[src/rtl/stack_bc_core.sv]
module stack_bc_core #(
  parameter int W     = 32,
  parameter int DEPTH = 16,
  parameter int NLOC  = 8,
  parameter int PCW   = 10
) (
  input  logic           clk,
  input  logic           rst,
  output logic [PCW-1:0] imem_addr,
  input  logic [7:0]     imem_data,
  output logic [PCW-1:0] pc,
  output logic [W-1:0]   tos,
  output logic           halted,
  output logic           fault
);
  localparam int SPW = $clog2(DEPTH + 1);
  localparam int IW  = $clog2(DEPTH);

  typedef enum logic [1:0] {S_OP, S_B1, S_B2} st_t;

  st_t            st;
  logic [7:0]     op_q, hi_q;
  logic [SPW-1:0] sp;
  logic [W-1:0]   stk [DEPTH];
  logic [W-1:0]   loc [NLOC];

  logic [7:0]  op;
  logic [15:0] imm16;
  logic [IW-1:0] tidx, nidx, pidx;
  logic [W-1:0] a, b, push_val, alu_res;
  logic is_pushc, is_load, is_store, is_pb, is_ps, is_alu2, is_neg;
  logic is_br, is_jmp, is_halt, legal, pushes, taken, exec_now;
  logic under, over, bad;
  logic [1:0] len, need;

  assign op    = (st == S_OP) ? imem_data : op_q;
  assign imm16 = {hi_q, imem_data};
  assign tidx  = IW'(sp - SPW'(1));
  assign nidx  = IW'(sp - SPW'(2));
  assign pidx  = IW'(sp);
  assign a     = stk[tidx];
  assign b     = stk[nidx];

  assign is_pushc = (op[7:3] == 5'b00010) && (op[2:0] != 3'd7);
  assign is_load  = (op[7:3] == 5'b00100) && (32'(op[2:0]) < NLOC);
  assign is_store = (op[7:3] == 5'b00101) && (32'(op[2:0]) < NLOC);
  assign is_pb    = (op == 8'h30);
  assign is_ps    = (op == 8'h31);
  assign is_alu2  = (op == 8'h40) || (op == 8'h41) || (op == 8'h43);
  assign is_neg   = (op == 8'h42);
  assign is_br    = (op[7:3] == 5'b01010) && (op[2:0] < 3'd6);
  assign is_jmp   = (op == 8'h58);
  assign is_halt  = (op == 8'h01);
  assign legal    = is_pushc | is_load | is_store | is_pb | is_ps | is_alu2 |
                    is_neg | is_br | is_jmp | is_halt;
  assign pushes   = is_pushc | is_load | is_pb | is_ps;

  assign len  = is_pb ? 2'd2 : (is_ps | is_br | is_jmp) ? 2'd3 : 2'd1;
  assign need = (is_alu2 | is_br) ? 2'd2 : (is_store | is_neg) ? 2'd1 : 2'd0;

  assign exec_now = !halted && ((st == S_OP && len == 2'd1) ||
                                (st == S_B1 && len == 2'd2) ||
                                (st == S_B2));
  assign under = sp < SPW'(need);
  assign over  = pushes && (sp == SPW'(DEPTH));
  assign bad   = !legal || under || over;

  always_comb begin
    push_val = W'(op[2:0]) - W'(1);
    if (is_load)    push_val = loc[op[2:0]];
    else if (is_pb) push_val = {{(W-8){imem_data[7]}}, imem_data};
    else if (is_ps) push_val = {{(W-16){imm16[15]}}, imm16};
  end

  always_comb begin
    case (op[1:0])
      2'd0:    alu_res = b + a;
      2'd1:    alu_res = b - a;
      default: alu_res = b * a;
    endcase
  end

  always_comb begin
    case (op[2:0])
      3'd0:    taken = (b == a);
      3'd1:    taken = (b != a);
      3'd2:    taken = ($signed(b) <  $signed(a));
      3'd3:    taken = ($signed(b) >  $signed(a));
      3'd4:    taken = ($signed(b) <= $signed(a));
      default: taken = ($signed(b) >= $signed(a));
    endcase
  end

  assign imem_addr = (st == S_OP) ? pc : (st == S_B1) ? pc + PCW'(1) : pc + PCW'(2);
  assign tos = (sp == '0) ? '0 : a;

  always_ff @(posedge clk) begin
    if (rst) begin
      pc     <= '0;
      sp     <= '0;
      st     <= S_OP;
      op_q   <= '0;
      hi_q   <= '0;
      halted <= 1'b0;
      fault  <= 1'b0;
      for (int i = 0; i < NLOC; i++) loc[i] <= '0;
    end else if (!halted) begin
      if (st == S_OP) op_q <= imem_data;
      if (st == S_B1) hi_q <= imem_data;
      if (!exec_now) begin
        st <= (st == S_OP) ? S_B1 : S_B2;
      end else begin
        st <= S_OP;
        if (bad) begin
          fault  <= 1'b1;
          halted <= 1'b1;
        end else if (is_halt) begin
          halted <= 1'b1;
        end else begin
          pc <= pc + PCW'(len);
          if (pushes) begin
            stk[pidx] <= push_val;
            sp <= sp + SPW'(1);
          end
          if (is_store) begin
            loc[op[2:0]] <= a;
            sp <= sp - SPW'(1);
          end
          if (is_alu2) begin
            stk[nidx] <= alu_res;
            sp <= sp - SPW'(1);
          end
          if (is_neg) stk[tidx] <= '0 - a;
          if (is_br) begin
            sp <= sp - SPW'(2);
            if (taken) pc <= pc + PCW'(signed'(imm16));
          end
          if (is_jmp) pc <= pc + PCW'(signed'(imm16));
        end
      end
    end
  end

  assert_sp_bound_R9: assert property (@(posedge clk) disable iff (rst)
    sp <= SPW'(DEPTH));
  assert_fault_halts_R13: assert property (@(posedge clk) disable iff (rst)
    fault |-> halted);
  assert_frozen_R13: assert property (@(posedge clk) disable iff (rst)
    halted |=> halted && $stable(pc) && $stable(sp) && $stable(fault));
  assert_no_overflow_R9: assert property (@(posedge clk) disable iff (rst)
    (exec_now && over) |=> fault && $stable(sp) && $stable(pc));
  assert_no_underflow_R10: assert property (@(posedge clk) disable iff (rst)
    (exec_now && under) |=> fault && $stable(sp) && $stable(pc));
  assert_const_push_R2: assert property (@(posedge clk) disable iff (rst)
    (exec_now && is_pushc && !over) |=>
      (tos == W'($past(op[2:0])) - W'(1)) && (sp == $past(sp) + SPW'(1)));
  assert_branch_pops_R7: assert property (@(posedge clk) disable iff (rst)
    (exec_now && is_br && !under) |=> sp == $past(sp) - SPW'(2));
endmodule

[config.mk]
export PLATFORM = sky130hd
export DESIGN_NAME = stack_bc_core
export DESIGN_NICKNAME = d
export VERILOG_FILES = /design/src/rtl/stack_bc_core.sv
export SDC_FILE = /design/constraint.sdc
export NUM_CORES = 2
export LEC_CHECK = 0
export BUFFER_PORTS_ARGS = -buffer_cell sky130_fd_sc_hd__buf_2
export CELL_PAD_IN_SITES_DETAIL_PLACEMENT = 0
export CELL_PAD_IN_SITES_GLOBAL_PLACEMENT = 1
export CORE_MARGIN = 4
export CORE_UTILIZATION = 35
export CTS_BUF_LIST = sky130_fd_sc_hd__clkbuf_4
export CTS_CLUSTER_SIZE = 25
export DETAILED_ROUTE_END_ITERATION = 6
export PLACE_DENSITY = 0.61
export SETUP_SLACK_MARGIN = 0.5
export SKIP_CTS_REPAIR_TIMING = 1
export SYNTH_ARGS = -nofsm -noshare
export SYNTH_HDL_FRONTEND = slang
export SYNTH_SLANG_ARGS = --single-unit
[constraint.sdc]
create_clock -name clk -period 24 [get_ports clk]
set_clock_uncertainty 0.1 [all_clocks]
set_input_delay 3.6 -clock clk [delete_from_list [all_inputs] [get_ports clk]]
set_output_delay 3.6 -clock clk [all_outputs]
set_load 0.03 [all_outputs]
==> results.toml <==
[min_path]
hold_class = "register to register"

[sta]
fmax_mhz = 77.5
fin_crit_sh = 0.538
worstMarginPinSlew_ns = 1.34
min_period_ns = 12.90
hold_violations = 0
fin_setup_tns_ns = 0
finalMaxSlewViolations = 0
rsz0062_at_grt = "false"
slew_headroom = 0.101
fin_ws_ns = 11.10
setup_viol = 0

[floorplanning]
num_io_pins = 64
initial_core_util = 0.354
die_h_um = 412
core_area_sq_um = 161000
dieArea_sq_um = 170000
fp-row-count = 147
dieWidth_um = 412

[yosys]
synthesis.area_sq_um = 57100
synth_warnings = 0
yosysUniqueCellTypes = 85
synth_ff_type = "edfxtp_1"
synthCells = 4868
avgSynthCellArea_sq_um = 11.7
synth_nets = 5503
yosysSeqAreaShare = 0.416
async_flop_share = 0
synth_seq_cells = 803
synth_edf_count = 768

[final_layout]
final_area_sq_um = 62900
drive_gt1_frac = 0.181
fillCellCount = 15600
multi_input_area_sq_um = 30400
fin_nets = 5605
regArea_sq_um = 23800
syn_to_final_growth_pct = 10.3

[clock_tree]
clockBufferDepth = 3
htreeDepth = 4
tritoncts = "built"
numCtsBuffers = 202
clockRootBuffer = "clkbuf_4"
cts.sinks = 803
insertion_delay_ns = 1.26
clk_pin_slew_ns = 0.08

[place]
port_buffers = 63
place_area_sq_um = 60300
place_ws_ns = 11.03
gp_congestion = 0.934
post-dp-hpwl_um = 131000

[critical_path]
cp_common_cell = "fa_1"
critPathRequiredTime_ns = 24.71
startpoint_type = "register"
cp_max_fo = 43
crit_arrival_ns = 13.62
worstSetupEndpointType = "register"
cpPeakStageDelay_ns = 0.92
crit_type = "register to register"
critPathSlowestCell = "o221ai_1"

[route]
avgRoutedWirePerCell_um = 27.7
firstDrtPassIters = 5
num_vias = 40600
via_per_inst = 5.57
postRouteAntennaNets = 0
drt-total-wl_um = 202000
drcViolationCount = 0
drt_iter0_markers = 3807

[global_routing]
grt_pass1_vias = 42600
grt_pass1_wl_um = 292000
gr-total-overflow = 0
antenna_found_initial = 10
grt_max_degree = 126
track_usage = 0.238

[run_status]
run_status = "finished, final reports clean"

[flow_run]
maxCapViolCount = 0
registers in the layout, summed over array words and instances (netlist names):
register,flops
halted,1
hi_q,8
stk,512
pc,10
loc,256
sp,5
st,2
fault,1
op_q,8
worst paths after layout:
kind,start,endpoint,slack (ns),cells after the start
worst max register to register,sp[0],stk[1][31],11.10,34
worst min register to register,op_q[1],op_q[1],0.40,2
worst max-delay path,sp[0],stk[1][31],11.10,34
worst min-delay path,op_q[1],op_q[1],0.40,2
critical path, delay by kind of cell (launching register included):
kind	cells	cell delay (ns)
xor+xnor	2	0.48
fa+ha+maj	11	4.87
simple gates	2	0.36
flops	1	0.81
mux	2	0.57
buf+inv	11	2.98
compound gates	6	2.20
cell families (layout without fill, tap and decap cells):
logic type | count (synthesis) | count (layout) | synth area share
and+or+nand+nor | 1377 | 1377 | 0.100
buffers and inverters | 838 | 1091 | 0.0587
DFF | 803 | 803 | 0.416
AOI/OAI and AO/OA | 662 | 662 | 0.0789
adders and majority gates | 625 | 625 | 0.191
muxes | 385 | 385 | 0.127
xor gates and xnor gates | 178 | 178 | 0.0277
other | 0 | 8 | 0
stage by stage:
step / instances / hold WS [ns] / utilization
finish: 7289 / 0.396 / 0.390
global route: 7289 / 0.404 / 0.390
CTS: 7281 / 0.394 / 0.390
detailed placement: 6926 / 0.373 / 0.374
global placement: 6926 / 0.367 / 0.374
floorplan: 4868 / 0.353 / -
cell type report:
| type | instances | area share |
|---|---|---|
| clock inverter | 67 | 0.00769 |
| tap | 2160 | 0.0429 |
| sequential | 803 | 0.378 |
| antenna | 8 | 0.000318 |
| multi-input combinational | 3227 | 0.483 |
| inverter | 537 | 0.0320 |
| timing repair buffer | 199 | 0.0218 |
| clock buffer | 288 | 0.0343 |
metal layers:
metal,vias to the layer above,share of wire,GRT usage
li1,17500,-,-
met1,21000,0.41,0.309
met2,1714,0.47,0.384
met3,375,0.079,0.0525
met4,0,0.045,0.104
met5,-,0,0
synth_stat cells (37+ instances only):
cell type,count,share of area
xnor2_1,138,0.021
buf_2,49,0.0043
nor3_1,39,0.0034
mux2i_1,73,0.013
inv_1,514,0.034
nor2_1,750,0.049
nand2_1,382,0.025
mux2_2,45,0.0089
o21ai_0,116,0.010
nand3_1,69,0.0061
fa_1,412,0.14
mux4_2,267,0.11
a22oi_1,100,0.013
clkbuf_1,187,0.012
a21oi_1,139,0.012
ha_1,213,0.047
edfxtp_1,768,0.40
xor2_1,37,0.0057
cells in the final DEF (no fill, tap or decap), types with 14 or more instances in the layout:
master | synthesis | routed
a211oi_1 | 19 | 19
a21o_1 | 35 | 35
a21oi_1 | 139 | 137
a221oi_1 | 35 | 35
a22o_1 | 22 | 22
a22oi_1 | 100 | 100
a31oi_1 | 30 | 30
and2_1 | 16 | 16
buf_2 | 49 | 63
buf_4 | 22 | 133
clkbuf_4 | 0 | 288
clkinv_1 | 21 | 62
dfxtp_1 | 35 | 33
edfxtp_1 | 768 | 768
fa_1 | 412 | 412
ha_1 | 213 | 211
inv_1 | 514 | 514
mux2_2 | 45 | 45
mux2i_1 | 73 | 70
mux4_2 | 267 | 267
nand2_1 | 382 | 382
nand2b_1 | 25 | 17
nand3_1 | 69 | 66
nand4_1 | 17 | 17
nor2_1 | 750 | 733
nor2_4 | 1 | 18
nor2b_1 | 22 | 22
nor3_1 | 39 | 31
o211ai_1 | 14 | 14
o21ai_0 | 116 | 97
o21ai_2 | 3 | 15
o21bai_1 | 25 | 25
o31ai_1 | 16 | 14
xnor2_1 | 138 | 137
xor2_1 | 37 | 36
Power is not shown: default switching activity piles up to over one toggle a cycle in this logic, so the estimate is an artifact.
